==> config.mk <==
export PLATFORM = sky130hd
export DESIGN_NAME = stk_exec_unit
export DESIGN_NICKNAME = d
export VERILOG_FILES = /design/src/rtl/stk_pkg.sv /design/src/rtl/stk_alu.sv /design/src/rtl/stk_store.sv /design/src/rtl/stk_exec_unit.sv
export SDC_FILE = /design/constraint.sdc
export NUM_CORES = 1
export LEC_CHECK = 0
export ABC_AREA = 1
export CORE_ASPECT_RATIO = 1.2
export CORE_MARGIN = 2
export CORE_UTILIZATION = 35
export DETAILED_ROUTE_END_ITERATION = 8
export DONT_BUFFER_PORTS = 1
export PLACE_DENSITY = 0.54
export SETUP_SLACK_MARGIN = 0.02
export SLEW_MARGIN = 0
export SYNTH_ARGS = -nofsm -noshare
export SYNTH_HDL_FRONTEND = slang
export SYNTH_HIERARCHICAL = 1
export SYNTH_SLANG_ARGS = --single-unit
==> constraint.sdc <==
create_clock -name clk -period 8.05 [get_ports clk]
set_input_delay 2.0125 -clock clk [delete_from_list [all_inputs] [get_ports clk]]
set_output_delay 2.0125 -clock clk [all_outputs]
set_load 0.005 [all_outputs]
==> src/rtl/stk_pkg.sv <==
package stk_pkg;
  // Instruction opcodes; values 6 and 7 are unused and ignored
  typedef enum logic [2:0] {
    OP_LDM = 3'd0,
    OP_LDI = 3'd1,
    OP_STM = 3'd2,
    OP_ADD = 3'd3,
    OP_SUB = 3'd4,
    OP_MUL = 3'd5
  } op_e;

  // Command from control to storage
  typedef enum logic [1:0] {
    SC_NONE = 2'd0,
    SC_PUSH = 2'd1,
    SC_POP  = 2'd2,
    SC_FOLD = 2'd3
  } stk_cmd_e;

  typedef enum logic {
    ST_IDLE  = 1'b0,
    ST_FETCH = 1'b1
  } st_e;
endpackage

==> src/rtl/stk_alu.sv <==
module stk_alu #(
  parameter int DW = 24
) (
  input  logic [2:0]    op,
  input  logic [DW-1:0] sos,
  input  logic [DW-1:0] tos,
  output logic [DW-1:0] res
);
  import stk_pkg::*;

  function automatic logic [DW-1:0] f_add(input logic [DW-1:0] a, input logic [DW-1:0] b);
    return a + b;
  endfunction

  // second entry minus top entry
  function automatic logic [DW-1:0] f_sub(input logic [DW-1:0] s, input logic [DW-1:0] t);
    return s - t;
  endfunction

  // product taken at DW width keeps only the low bits
  function automatic logic [DW-1:0] f_mul(input logic [DW-1:0] a, input logic [DW-1:0] b);
    return a * b;
  endfunction

  always_comb begin
    case (op)
      OP_ADD:  res = f_add(sos, tos);
      OP_SUB:  res = f_sub(sos, tos);
      OP_MUL:  res = f_mul(sos, tos);
      default: res = tos;
    endcase
  end
endmodule

==> src/rtl/stk_store.sv <==
module stk_store #(
  parameter int DW    = 24,
  parameter int DEPTH = 8,
  localparam int CW   = $clog2(DEPTH + 1)
) (
  input  logic                   clk,
  input  logic                   rst_n,
  input  stk_pkg::stk_cmd_e      cmd,
  input  logic [DW-1:0]          wval,
  output logic [DW-1:0]          tos,
  output logic [DW-1:0]          sos,
  output logic [CW-1:0]          count
);
  import stk_pkg::*;

  localparam int SPILL = DEPTH - 2;
  localparam int IW    = (SPILL > 1) ? $clog2(SPILL) : 1;

  logic [DW-1:0] spill [SPILL];
  logic [IW-1:0] wr_idx, rd_idx;
  logic          has_spill_wr, has_spill_rd;
  logic [DW-1:0] refill;

  assign wr_idx       = IW'(count - CW'(2));
  assign rd_idx       = IW'(count - CW'(3));
  assign has_spill_wr = (count >= CW'(2));
  assign has_spill_rd = (count >= CW'(3));
  assign refill       = has_spill_rd ? spill[rd_idx] : '0;

  always_ff @(posedge clk or negedge rst_n) begin
    if (!rst_n) begin
      tos   <= '0;
      sos   <= '0;
      count <= '0;
    end else begin
      case (cmd)
        SC_PUSH: begin
          tos   <= wval;
          sos   <= tos;
          count <= count + CW'(1);
        end
        SC_POP: begin
          tos   <= sos;
          sos   <= refill;
          count <= count - CW'(1);
        end
        SC_FOLD: begin
          tos   <= wval;
          sos   <= refill;
          count <= count - CW'(1);
        end
        default: ;
      endcase
    end
  end

  always_ff @(posedge clk) begin
    if (cmd == SC_PUSH && has_spill_wr) spill[wr_idx] <= sos;
  end
endmodule

==> src/rtl/stk_exec_unit.sv <==
module stk_exec_unit #(
  parameter int DW    = 24,
  parameter int AW    = 10,
  parameter int DEPTH = 8,
  localparam int CW   = $clog2(DEPTH + 1)
) (
  input  logic          clk,
  input  logic          rst_n,
  input  logic          ins_valid,
  output logic          ins_ready,
  input  logic [2:0]    ins_op,
  input  logic [DW-1:0] ins_arg,
  output logic          mem_req,
  output logic          mem_we,
  output logic [AW-1:0] mem_addr,
  output logic [DW-1:0] mem_wdata,
  input  logic [DW-1:0] mem_rdata,
  output logic [CW-1:0] depth,
  output logic          ovf_flag,
  output logic          udf_flag
);
  import stk_pkg::*;

  localparam logic [CW-1:0] FULL_C = CW'(DEPTH);

  st_e           st_q;
  stk_cmd_e      cmd;
  logic [DW-1:0] tos, sos, alu_res, wval;
  logic [CW-1:0] count;

  // named events used by the control and the checker
  logic acc_fire, is_push, is_pop, is_bin;
  logic full, empty, few;
  logic ovf_event, udf_event, rd_start, wr_start, bin_ok, imm_ok;

  assign ins_ready = (st_q == ST_IDLE);
  assign acc_fire  = ins_valid && ins_ready;
  assign is_push   = (ins_op == OP_LDM) || (ins_op == OP_LDI);
  assign is_pop    = (ins_op == OP_STM);
  assign is_bin    = (ins_op == OP_ADD) || (ins_op == OP_SUB) || (ins_op == OP_MUL);
  assign full      = (count == FULL_C);
  assign empty     = (count == '0);
  assign few       = (count < CW'(2));

  assign ovf_event = acc_fire && is_push && full;
  assign udf_event = acc_fire && ((is_pop && empty) || (is_bin && few));
  assign rd_start  = acc_fire && (ins_op == OP_LDM) && !full;
  assign imm_ok    = acc_fire && (ins_op == OP_LDI) && !full;
  assign wr_start  = acc_fire && is_pop && !empty;
  assign bin_ok    = acc_fire && is_bin && !few;

  assign mem_req   = rd_start || wr_start;
  assign mem_we    = wr_start;
  assign mem_addr  = ins_arg[AW-1:0];
  assign mem_wdata = tos;
  assign depth     = count;

  stk_alu #(.DW(DW)) u_alu (
    .op (ins_op),
    .sos(sos),
    .tos(tos),
    .res(alu_res)
  );

  always_comb begin
    cmd  = SC_NONE;
    wval = alu_res;
    if (st_q == ST_FETCH) begin
      cmd  = SC_PUSH;
      wval = mem_rdata;
    end else if (imm_ok) begin
      cmd  = SC_PUSH;
      wval = ins_arg;
    end else if (wr_start) begin
      cmd  = SC_POP;
    end else if (bin_ok) begin
      cmd  = SC_FOLD;
    end
  end

  stk_store #(.DW(DW), .DEPTH(DEPTH)) u_store (
    .clk  (clk),
    .rst_n(rst_n),
    .cmd  (cmd),
    .wval (wval),
    .tos  (tos),
    .sos  (sos),
    .count(count)
  );

  always_ff @(posedge clk or negedge rst_n) begin
    if (!rst_n) begin
      st_q     <= ST_IDLE;
      ovf_flag <= 1'b0;
      udf_flag <= 1'b0;
    end else begin
      st_q <= rd_start ? ST_FETCH : ST_IDLE;
      if (ovf_event) ovf_flag <= 1'b1;
      if (udf_event) udf_flag <= 1'b1;
    end
  end
endmodule

# == Word-level counts from Yosys, hierarchy flattened ==
# Memories as Yosys holds them, arrays and structs flattened.
# Cells that the tools add are included.
# classes
add_sub_neg,6
mul,1
order_cmp,3
eq_ne,10
n_mux,14
n_bitwise,1
reduce_logical,30
# ops
cell,n
24-bit one-hot mux with 2 select lines,2
24-bit two-way mux,3
24-bit one-hot mux with 3 select lines,1
24-bit adder,1
24-bit by 24-bit multiplier with 24-bit output,1
24-bit subtractor,1
1-bit logical AND,15
4-bit by 2-bit greater-or-equal comparator with 1-bit output (second input constant),2
2-bit two-way mux,4
4-bit one-hot mux with 2 select lines,1
3-bit by 2-bit equality test with 1-bit output (second input constant),2
3-bit equality test (second input constant),2
6-bit by 1-bit != test with 1-bit output (second input constant),1
3-bit by 2-bit subtractor with 3-bit output (second input constant),2
1-bit logical OR,5
4-bit by 1-bit adder with 4-bit output (second input constant),1
2-bit equality test (second input constant),2
4-bit equality test (second input constant),1
4-bit zero test,1
4-bit by 2-bit < comparator with 1-bit output (second input constant),1
2-bit nonzero test,2
2-bit OR reduction,2
4-bit by 1-bit subtractor with 4-bit output (second input constant),1
3-bit by 1-bit equality test with 1-bit output (second input constant),1
other kinds (6),10
# totals
ff_bits,55
mem_bits_rw,144
inputBits,54
out_inout_bits,43
word_cells,72
mem_count,1
# memory_table
name,depth,width,rd,rd_ports_with_merged_regs,wr,line_no,source
u_store.spill,6,24,1,0,1,stk_store.sv:19,logic [DW-1:0] spill [SPILL];

# == Logic depth before layout (Yosys ltp) ==
# depth
ltp_word,13
ltp_mapped,35
depth_no_buf,33

# == Modules after synthesis ==
# The synthesis kept the hierarchy.
# modules_own_cells
module,n_inst,cells_each,area_each_um2,seq_area_each_um2
stk_alu,1,1786,11896.4,0.0
stk_store,1,852,8578.2,5625.4
stk_exec_unit,1,227,1097.3,75.1

# == Worst setup path after synthesis ==
# OpenSTA, ideal clock, no wires.
# synth_timing
kind,reg-to-reg
startpoint,register u_store.tos[6]
endpoint,register u_store.tos[22]
setup_time_ns,0.137
arrival_ns,6.350
setup_slack_ns,1.563
stages_incl_launch_ff,31
path_buffers,2
period_less_slack_ns,6.487
path_cell_list,dfrtp_1 clkbuf_1 clkbuf_1 nand2_1 fa_1 inv_1 fa_1 inv_1 fa_1 inv_1 fa_1 fa_1 fa_1 inv_1 fa_1 inv_1 ha_1 inv_1 nor3_1 nor3b_1 nand4_1 nand3_1 a21oi_1 o21ai_0 nand3_1 inv_1 nand2_1 nand3_1 nand2_1 nand2_1 o221ai_1
# synth_via
elab_chain_len,5
# synth_rtl
item,line_no,source
from (decl),stk_store.sv:10,"output logic [DW-1:0] tos,"
from (signal assigned),stk_store.sv:38,tos <= wval;
from (signal assigned),stk_store.sv:43,tos <= sos;
from (signal assigned),stk_store.sv:48,tos <= wval;
24-bit by 24-bit multiplier with 24-bit output (tied with other cells),stk_alu.sv:22,return a * b;
24-bit one-hot mux with 3 select lines (*),stk_alu.sv:26,case (op)
named net alu_res[22],stk_exec_unit.sv:28,"logic [DW-1:0] tos, sos, alu_res, wval;"
24-bit two-way mux (*),stk_exec_unit.sv:71,end else if (imm_ok) begin
24-bit two-way mux (*),stk_exec_unit.sv:68,if (st_q == ST_FETCH) begin
named net wval[22],stk_exec_unit.sv:28,
24-bit one-hot mux with 2 select lines (*),stk_store.sv:36,case (cmd)
# The timed path passes the listed nets; every way through them passes the cells marked *.
# A chain may end at the register's enable or synchronous reset.

# == Final worst setup path ==
# layout_timing
startpoint,register u_store.tos[3]
endpoint,register u_store.tos[22]
# The elaborated chain is that of the path after synthesis.

==> flow_metrics.env <==
export IMPL_status="finished clean"
export IMPL_ctsLongestPathBuffers=2
export IMPL_grt_pass1_wl_mm=110.9
export IMPL_cts_buffers=17
export IMPL_start_util=0.3540
export IMPL_r2r_slack_ps=600
export IMPL_synth_top_cell_area_share=0.2005
export IMPL_max_cap_violations=0
export IMPL_r2r_cells=28
export IMPL_synth_compound_area_frac=0.05939
export IMPL_yosysMostFrequentCell="nand2_1"
export IMPL_cp_slowest_cell="dfrtp_1"
export IMPL_syn_num_nets=3246
export IMPL_min_delay_path_class="flip-flop to flip-flop"
export IMPL_die_h_um=276.0
export IMPL_synth_area_top_cells="edfxtp_1 (20%), fa_1 (20%), nand2_1 (15%), inv_1 (13%), ha_1 (6.5%)"
export IMPL_ys_types=52
export IMPL_first_global_vias=18230
export IMPL_startpoint_type="flip-flop"
export IMPL_worst_slew_pin_slew_ps=1172
export IMPL_hold_start="udf_flag"
export IMPL_setup_viol=0
export IMPL_wirelength_mm=73.18
export IMPL_synth_edf_count=144
export IMPL_grt_max_degree=65
export IMPL_postRouteAntennaNets=0
export IMPL_end_kind="flip-flop"
export IMPL_dr_first_iter_drc_count=1439
export IMPL_synthXorXnorAreaFrac=0.01827
export IMPL_cts_resized=0
export IMPL_dr_total_vias=18260
export IMPL_netlist_area_sq_um=21570
export IMPL_rows=99
export IMPL_critPathArrivalTime_ps=7750
export IMPL_finalClockSkew_ps=18.20
export IMPL_utilization=0.3773
export IMPL_clk_pin_slew_ps=90
export IMPL_cts_max_level=4
export IMPL_via_per_inst=5.017
export IMPL_area_delta_synth_final_pct=6.595
export IMPL_clock_sinks=199
export IMPL_yosys_most_used_dff="edfxtp_1"
export IMPL_drc=0
export IMPL_first_pass_iters=5
export IMPL_die_area_sq_um=63640
export IMPL_synth_simple_area_share=0.2327
export IMPL_yosys_warnings=6
export IMPL_max_stage_delay_ps=1120
export IMPL_wire_per_inst_um=20.11
export IMPL_fin_crit_sh=0.9253
export IMPL_antenna_found_initial=1
export IMPL_synth_seq_cells=199
export IMPL_io_buffers=0
export IMPL_fp_coreArea_sq_um=60940
export IMPL_io_pin_count=97
export IMPL_overflow=0
export IMPL_rsz0062_at_grt="false"
export IMPL_drive_gt1_frac=0.05088
export IMPL_fin_cells=3639
export IMPL_critPathKind="flip-flop to flip-flop"
export IMPL_hold_violations=0
export IMPL_cp_max_fo=20
export IMPL_fmax_ghz=0.1342
export IMPL_cp_data_required_time_ps=8350
export IMPL_final_nets=3198
export IMPL_drv_slew=0
export IMPL_min_period_ps=7449
export IMPL_syn_area_per_cell_sq_um=7.529
export IMPL_post_cts_setup_buffer_count=0
export IMPL_die_x_um=230.6
export IMPL_gp_congestion=0.9506
export IMPL_synthArstFlopShare=0.2764
export IMPL_synth_mux_area_frac=0
export IMPL_fin_setup_tns_ps=0
export IMPL_dp_cells=3606
export IMPL_maxSlewHeadroom=0.2186
export IMPL_reg2reg_from="u_store/tos[3]"
export IMPL_clock_latency_ps=460
export IMPL_synth_seq_area_share=0.2643
export IMPL_hold_depth=2
export IMPL_grt_usage=0.2320
export IMPL_cts_tree="yes"
export IMPL_yosysTopAreaCell="edfxtp_1"
export IMPL_synth_top_family_by_area="adder cells"
export IMPL_cts_root_buffer="clkbuf_16"
export IMPL_rr_endpoint="u_store/tos[22]"
export IMPL_synth_fa_ha_area_frac=0.2645
export IMPL_synth_cells=2865
export IMPL_hold_buffers=0
export IMPL_hold_end="udf_flag"
export IMPL_hpwl_mm=54.34
export IMPL_synth_top_cells_by_count="nand2_1 (841), inv_1 (743), fa_1 (215)"
[registers in the layout, summed over array words and instances, names as in the netlist]
name	cells
ovf_flag	1
u_store/tos	24
u_store/sos	24
u_store/count	4
udf_flag	1
st_q	1
u_store/spill	144
[placed cells by master (no fill, tap or decap), drive strengths merged, types with 7 or more instances in the layout]
cell,n
nand4,9
inv,757
a22oi,17
or2,7
fa,215
edfxtp,144
o21ai,56
xor2,34
ha,112
clkbuf,18
nor3,15
buf,59
o221ai,19
dfrtp,55
a21oi,73
nor2,121
nand2,848
xnor2,11
nand3,203
o22ai,12
[final cells by class]
class	count	area, sq um
inverters	751	2826
flip-flops and latches	199	5702
multi-input cells	1789	12420
well taps	808	1011
repair buffers	59	442.9
clock inverters	14	162.7
fillers	6349	37950
diodes	1	2.502
clock buffers	18	429.2
[critical path, delay by kind of cell (launching register included)]
kind	cells	cell delay (ps)
buf+inv	7	410
simple gates	10	1380
flops	1	1120
compound gates	3	390
fa+ha+maj	8	3950
[routing by layer]
| metal | vias to the layer above | GRT usage | routed length, um |
|---|---|---|---|
| met2 | 611 | 0.4085 | 35850 |
| li1 | 8471 | - | - |
| met5 | - | 0 | 0 |
| met3 | 99 | 0.02059 | 3760 |
| met4 | 0 | 0.07997 | 2332 |
| met1 | 9076 | 0.2997 | 31250 |
[logic make-up (layout without fill, tap and decap cells)]
kind of cell,after synthesis,after routing
xor+xnor,45,45
compound gates,205,205
buf+inv,877,842
flops,199,199
fa+ha+maj,327,327
simple gates,1212,1212
other cells,0,1
[worst max path at each step]
stage                         from              end  slack, ps
floorplan           u_store/tos[6]  u_store/tos[22]       1560
global placement    u_store/tos[3]  u_store/tos[22]        740
detailed placement  u_store/tos[3]  u_store/tos[22]        660
CTS                 u_store/tos[3]  u_store/tos[22]        610
global route        u_store/tos[3]  u_store/tos[22]        200
finish              u_store/tos[3]  u_store/tos[22]        600
[stage by stage]
step	cell area (sq um)	setup slack, ps	hold slack (ps)
global placement	22400	744.7	486.8
CTS	22990	608.0	521.0
floorplan	21570	1563	456.8
finish	22990	601.0	516.4
detailed placement	22400	656.1	495.0
global route	22990	197.4	542.6
Power is not shown: default switching activity piles up to over one toggle a cycle in this logic, so the estimate is an artifact.
